## config.mk

```make
export PLATFORM = sky130hd
export DESIGN_NAME = irq_tree_ctrl
export DESIGN_NICKNAME = d
export VERILOG_FILES = /design/src/rtl/irqagg_pkg.sv /design/src/rtl/irq_grp_regs.sv /design/src/rtl/irq_route.sv /design/src/rtl/irq_master.sv /design/src/rtl/irq_tree_ctrl.sv
export SDC_FILE = /design/constraint.sdc
export NUM_CORES = 2
export LEC_CHECK = 0
export BUFFER_PORTS_ARGS = -buffer_cell sky130_fd_sc_hd__buf_2
export CAP_MARGIN = 25
export CORE_ASPECT_RATIO = 1.75
export CORE_MARGIN = 2
export CORE_UTILIZATION = 45
export CTS_CLUSTER_SIZE = 24
export DETAILED_ROUTE_END_ITERATION = 8
export PLACE_DENSITY = 0.64
export SLEW_MARGIN = 20
export SYNTH_ARGS = -nofsm -noshare
export SYNTH_HDL_FRONTEND = slang
export SYNTH_SLANG_ARGS = --single-unit
```

## constraint.sdc

```tcl
create_clock -name clk -period 4.1 [get_ports clk]
set_input_delay 0.205 -clock clk [delete_from_list [all_inputs] [get_ports clk]]
set_output_delay 0.205 -clock clk [all_outputs]
set_load 0.03 [all_outputs]
```

## src/rtl/irqagg_pkg.sv

```systemverilog
package irqagg_pkg;

    localparam int DW         = 32;
    localparam int AW         = 12;
    localparam int N_GROUPS   = 11;
    localparam int N_ROUTES   = 13;
    localparam int GIDX_W     = $clog2(N_GROUPS);
    localparam int GEN_BIT    = DW - 1;
    localparam int SUM_W      = DW - 1;
    localparam int MBIT_W     = $clog2(DW);
    localparam int STRIDE_LOG = 4;

    localparam logic [AW-1:0] MASTER_ADDR = AW'(12'h000);
    localparam logic [AW-1:0] GRP_BASE    = AW'(12'h040);
    localparam logic [AW-1:0] GRP_SPAN    = AW'(N_GROUPS << STRIDE_LOG);

    typedef logic [N_GROUPS-1:0][DW-1:0] grp_vec_t;

    typedef enum logic [1:0] {
        FLD_LIVE  = 2'd0,
        FLD_MASK  = 2'd1,
        FLD_PEND  = 2'd2,
        FLD_ENA   = 2'd3
    } grp_fld_e;

    typedef struct packed {
        logic [GIDX_W-1:0] grp;
        logic [MBIT_W-1:0] mbit;
        logic [DW-1:0]     sel;
    } route_t;

    localparam logic [DW-1:0] SEL_LO  = 32'h0000_FFFF;
    localparam logic [DW-1:0] SEL_HI  = 32'hFFFF_0000;
    localparam logic [DW-1:0] SEL_ALL = 32'hFFFF_FFFF;

    function automatic route_t mk_route(input int g, input int b, input logic [DW-1:0] s);
        route_t e;
        e.grp  = GIDX_W'(g);
        e.mbit = MBIT_W'(b);
        e.sel  = s;
        return e;
    endfunction

    function automatic route_t route_at(input int idx);
        case (idx)
            0:       return mk_route(0, 0, SEL_LO);
            1:       return mk_route(0, 1, SEL_HI);
            2:       return mk_route(1, 2, SEL_LO);
            3:       return mk_route(1, 3, SEL_HI);
            4:       return mk_route(2, 4, SEL_LO);
            5:       return mk_route(3, 6, SEL_LO);
            6:       return mk_route(4, 16, SEL_ALL);
            7:       return mk_route(5, 17, SEL_ALL);
            8:       return mk_route(6, 18, SEL_ALL);
            9:       return mk_route(7, 20, SEL_ALL);
            10:      return mk_route(8, 22, SEL_ALL);
            11:      return mk_route(9, 23, SEL_ALL);
            default: return mk_route(10, 30, SEL_ALL);
        endcase
    endfunction

endpackage

```

## src/rtl/irq_grp_regs.sv

```systemverilog
module irq_grp_regs
    import irqagg_pkg::*;
(
    input  logic          clk,
    input  logic          rst,
    input  logic [DW-1:0] evt,
    input  logic [DW-1:0] wdata,
    input  logic          we_mask,
    input  logic          we_pend,
    input  logic          we_ena,
    output logic [DW-1:0] mask_q,
    output logic [DW-1:0] pend_q,
    output logic [DW-1:0] ena_q
);
    logic [DW-1:0] clr_bits;
    logic [DW-1:0] set_bits;
    logic [DW-1:0] pend_n;

    always_comb begin
        clr_bits = we_pend ? wdata : '0;
        set_bits = evt & ~mask_q;
        pend_n   = (pend_q & ~clr_bits) | set_bits;
    end

    always_ff @(posedge clk) begin
        if (rst) begin
            mask_q <= '0;
            pend_q <= '0;
            ena_q  <= '0;
        end else begin
            pend_q <= pend_n;
            if (we_mask) mask_q <= wdata;
            if (we_ena)  ena_q  <= wdata;
        end
    end
endmodule

```

## src/rtl/irq_route.sv

```systemverilog
module irq_route
    import irqagg_pkg::*;
(
    input  grp_vec_t         active,
    output logic [SUM_W-1:0] summary
);
    route_t ent;

    always_comb begin
        summary = '0;
        ent     = '0;
        for (int r = 0; r < N_ROUTES; r++) begin
            ent = route_at(r);
            if (|(active[ent.grp] & ent.sel))
                summary[ent.mbit] = 1'b1;
        end
    end
endmodule

```

## src/rtl/irq_master.sv

```systemverilog
module irq_master
    import irqagg_pkg::*;
(
    input  logic             clk,
    input  logic             rst,
    input  logic             we,
    input  logic             wbit,
    input  logic             trig,
    input  logic [SUM_W-1:0] summary,
    output logic             gen_q,
    output logic             irq_o
);
    logic reeval_q;

    always_ff @(posedge clk) begin
        if (rst) begin
            gen_q    <= 1'b0;
            reeval_q <= 1'b0;
        end else begin
            if (we) gen_q <= wbit;
            reeval_q <= trig;
        end
    end

    assign irq_o = reeval_q & gen_q & (|summary);
endmodule

```

## src/rtl/irq_tree_ctrl.sv

```systemverilog
module irq_tree_ctrl
    import irqagg_pkg::*;
(
    input  logic                   clk,
    input  logic                   rst,
    input  logic                   wr_en,
    input  logic                   rd_en,
    input  logic [AW-1:0]          addr,
    input  logic [DW-1:0]          wdata,
    output logic [DW-1:0]          rdata,
    input  logic [N_GROUPS*DW-1:0] evt,
    output logic                   irq_pulse
);
    grp_vec_t            evt_v;
    grp_vec_t            active;
    logic [DW-1:0]       mask_q [N_GROUPS];
    logic [DW-1:0]       pend_q [N_GROUPS];
    logic [DW-1:0]       ena_q  [N_GROUPS];
    logic [N_GROUPS-1:0] we_mask, we_pend, we_ena;
    logic [AW-1:0]       off;
    logic                in_grp, is_master;
    logic [GIDX_W-1:0]   gidx;
    grp_fld_e            fld;
    logic [SUM_W-1:0]    summary;
    logic                gen_q;
    logic                master_we, trig;
    logic [DW-1:0]       rd_val;

    assign evt_v     = grp_vec_t'(evt);
    assign off       = addr - GRP_BASE;
    assign in_grp    = (addr >= GRP_BASE) && (off < GRP_SPAN) && (off[1:0] == 2'b00);
    assign gidx      = off[STRIDE_LOG +: GIDX_W];
    assign fld       = grp_fld_e'(off[3:2]);
    assign is_master = (addr == MASTER_ADDR);
    assign master_we = wr_en && is_master;

    for (genvar g = 0; g < N_GROUPS; g++) begin : g_grp
        logic hit;
        assign hit        = wr_en && in_grp && (gidx == GIDX_W'(g));
        assign we_mask[g] = hit && (fld == FLD_MASK);
        assign we_pend[g] = hit && (fld == FLD_PEND);
        assign we_ena[g]  = hit && (fld == FLD_ENA);

        irq_grp_regs u_regs (
            .clk     (clk),
            .rst     (rst),
            .evt     (evt_v[g]),
            .wdata   (wdata),
            .we_mask (we_mask[g]),
            .we_pend (we_pend[g]),
            .we_ena  (we_ena[g]),
            .mask_q  (mask_q[g]),
            .pend_q  (pend_q[g]),
            .ena_q   (ena_q[g])
        );

        assign active[g] = pend_q[g] & ena_q[g];
    end

    irq_route u_route (
        .active  (active),
        .summary (summary)
    );

    assign trig = master_we || (|we_mask) || (|we_ena) || (|evt);

    irq_master u_master (
        .clk     (clk),
        .rst     (rst),
        .we      (master_we),
        .wbit    (wdata[GEN_BIT]),
        .trig    (trig),
        .summary (summary),
        .gen_q   (gen_q),
        .irq_o   (irq_pulse)
    );

    always_comb begin
        rd_val = '0;
        if (is_master) begin
            rd_val = {gen_q, summary};
        end else if (in_grp) begin
            case (fld)
                FLD_LIVE: rd_val = evt_v[gidx];
                FLD_MASK: rd_val = mask_q[gidx];
                FLD_PEND: rd_val = pend_q[gidx];
                default:  rd_val = ena_q[gidx];
            endcase
        end
    end

    always_ff @(posedge clk) begin
        if (rst)        rdata <= '0;
        else if (rd_en) rdata <= rd_val;
    end
endmodule

```

==> impl_metrics.ini <==
[outcome]
status = finished, violations left
violations = setup timing

[synthesis]
synth-edff-count = 0
synthesis.area_um2 = 54200
yosysWarnings = 0
avgSynthCellArea_um2 = 8.59
synthArstFlopShare_pct = 0
ys.flop_type = dfxtp_1
ys_ff_latch = 1090
yosysSeqAreaShare_pct = 40.3
synth_nets = 6715
synth_cells = 6310
synth.distinct_cells = 56

[sta]
finClkSkew_ns = 0.0250
maxSlewHeadroom_pct = 19.9
slew_violations = 0
worst_pin_slew_ns = 1.20
fin_crit_sh_pct = 101
report.final.setup_viol = 1
hold_slack_ns = 0.0344
fin_crit_ns = 4.13
rsz0062_at_grt = false
finalHoldViolations = 0
fmax_ghz = 0.242
setup_slack_ns = -0.0341

[routing]
num_vias = 57790
detail-route-antenna-nets = 0
routedWlPerCell_um = 38.2
routed_wl_um = 323000
first_pass_iters = 9
vias_per_cell = 6.84
dr.first_iter.drc_count = 10072
drc = 0

[power]
p_leak_nw = 25.3
vdd_drop_max_mv = 0.406
power_density_nw_per_um2 = 391
power_mw = 25.5

[layout]
stdcell_count = 8444
fin_nets = 7210
drive_gt1_share_pct = 15.2
syn_to_final_growth_pct = 20.3

[setup_path]
critPathKind = flip-flop to primary output
path_cells = a22oi_2, nand4_1, nor4_1, nand2_1, nor3_1, a21oi_1, buf_2
cp-end-kind = primary output
critPathSlowestCell = nor4_1
crit_fanout = 3
crit_required_ns = 3.89
slowest_delay_ns = 0.91
ff2ff_setup_slack_ns = 0.89
crit_family = simple AND/OR/NAND/NOR gates
worst-path-buf-inv = 1
cp.arrival_ns = 3.93
cp-start-kind = flip-flop

[place]
hpwl_um = 235000
globalplace.congestion = 1.11
io_buffers = 432
place_ws_ns = 0.892
dp.cells = 7853

[global_routing]
busiest_layer = met2
use_met1_pct = 58.4
grt_usage_pct = 50.9
globalRouteMet2Util_pct = 74.0
use_met3_pct = 15.6
grt_max_degree = 230
grt_pass1_wl_um = 436000
grt_pass1_vias = 52887
antenna_found_initial = 26
globalRouteOverflowTotal = 0

[clock_network]
htree_levels = 3
cts_num_sinks = 1090
cts_buffer_depth = 3
numCtsBuffers = 107
tritoncts = yes
cts-root-buf = clkbuf_16
clk_pin_slew_ns = 0.07
clkLatencyLatePin_ns = 0.76

[run]
cap_violations = 0

[die]
core_um2 = 120000
rows = 168
ios = 433
die_area_um2 = 123000
die_y_um = 463
die_w_um = 266
start_util_pct = 45.3

[min_path]
hp-class = input port to flip-flop
## cells by family (layout without fill, tap and decap cells)
| group | Yosys count | count (layout) | synth area share, % |
|---|---|---|---|
| fa+ha+maj | 5 | 5 | 0.115 |
| mux | 770 | 770 | 18.9 |
| compound gates | 1666 | 1666 | 18.1 |
| other cells | 0 | 18 | 0 |
| simple gates | 2158 | 2158 | 17.8 |
| flops | 1090 | 1090 | 40.3 |
| buf+inv | 621 | 1207 | 4.73 |
## placed cells by master, fill, tap and decap left out, types with 18 or more instances in the layout
cell type,synthesis,routed
buf_4,15,131
a211oi_1,24,24
a41oi_1,19,19
o2bb2ai_1,20,20
o221ai_1,32,32
nor4_1,98,85
nand2_1,1069,1069
dlygate4sd3_1,0,363
diode_2,0,18
nand4_1,49,49
dfxtp_1,1090,1090
nand3_1,29,29
a221o_1,18,18
mux2i_1,559,559
a22oi_1,191,190
o21ai_1,41,40
clkbuf_8,0,26
buf_2,111,429
a32oi_1,19,19
a21oi_1,797,797
nor3_1,41,37
buf_12,0,21
a22o_1,20,20
o211ai_1,63,63
a2bb2oi_1,18,18
nor2_1,479,474
nand2b_1,278,278
clkbuf_16,0,111
o21ai_0,339,339
mux4_2,203,203
a221oi_1,27,26
nor2b_1,71,67
inv_1,53,53
clkinv_2,0,28
## layer usage
metal  vias to the layer above  share of wire [%]
met5                         -              0.037
met4                        18                 12
met3                      1340                 12
met2                      4995                 42
met1                     27926                 33
li1                      23511                  -
## synthesized netlist by cell type (all sizes together) (5+ instances only)
| library cell | number | area, µm² |
|---|---|---|
| dfxtp | 1090 | 21800 |
| nand2 | 1069 | 4010 |
| a21oi | 797 | 3990 |
| mux2i | 559 | 5600 |
| nor2 | 479 | 1800 |
| clkbuf | 396 | 1490 |
| o21ai | 380 | 1900 |
| nand2b | 278 | 1740 |
| mux4 | 203 | 4570 |
| a22oi | 191 | 1430 |
| buf | 172 | 878 |
| nor4 | 106 | 722 |
| nor2b | 71 | 444 |
| o211ai | 63 | 473 |
| inv | 53 | 199 |
| nand4 | 49 | 307 |
| nor3 | 44 | 235 |
| o221ai | 32 | 280 |
| nand3 | 29 | 145 |
| a221oi | 27 | 236 |
| a211oi | 24 | 180 |
| a22o | 20 | 175 |
| o2bb2ai | 20 | 175 |
| a32oi | 19 | 166 |
| a41oi | 19 | 166 |
| a221o | 18 | 180 |
| a2bb2oi | 18 | 158 |
| or4 | 13 | 101 |
| a21o | 10 | 75.1 |
| mux2 | 8 | 90.1 |
| o2111ai | 8 | 76.3 |
| or3 | 8 | 50.1 |
| a31oi | 6 | 37.5 |
| ha | 5 | 62.6 |
## path summary, 6_finish.rpt
check | startpoint | endpoint | cells past startpoint
max reg2reg | g_grp[10].u_regs.pend_q[21]$_SDFF_PP0_ | rdata[30]$_SDFFE_PP0P_ | 7
max | g_grp[5].u_regs.pend_q[12]$_SDFF_PP0_ | irq_pulse | 7
min | evt[125] | g_grp[3].u_regs.pend_q[29]$_SDFF_PP0_ | 4
min reg2reg | g_grp[9].u_regs.mask_q[23]$_SDFFE_PP0P_ | g_grp[9].u_regs.mask_q[23]$_SDFFE_PP0P_ | 2
## where the power goes
group,switching [mW],internal [mW]
sequential,0.495,10.8
clock,4.78,6.15
combinational,2.14,1.08
## flip-flops by register name, summed over array words and instances (netlist names)
name	cells
g_grp.u_regs.mask_q	352
rdata	32
u_master.reeval_q	1
g_grp.u_regs.pend_q	352
u_master.gen_q	1
g_grp.u_regs.ena_q	352
## through the flow
step                cell area (µm²)  util (%)  TNS (ns)
floorplan                     54200         -         0
global placement              57500      48.1         0
detailed placement            57500      48.1         0
CTS                           64900      54.3         0
global route                  65100      54.5         0
finish                        65200      54.5   -0.0341
## tightest hold or removal path, stage by stage
cell and delay [ns]:
buf_2 0.20, nor2b_1 0.17, a21oi_1 0.11, nor2_1 0.04
## layout make-up
cell class / instances / area (µm²)
tap: 1530 / 1910
sequential: 1090 / 21800
multi-input combinational: 4599 / 30100
antenna: 18 / 45.0
fill: 10968 / 54400
clock buffer: 147 / 3160
timing repair buffer: 954 / 7330
clock inverter: 53 / 604
inverter: 53 / 199
## what timing repair did
item,4_1_cts,5_1_grt
endpoints found under the hold margin,441,0
hold buffers,363,0
buffers inserted,0,0
gates resized for setup,0,1
endpoints found under the setup margin,0,1
Note: power is estimated with default switching activity, not from simulation.
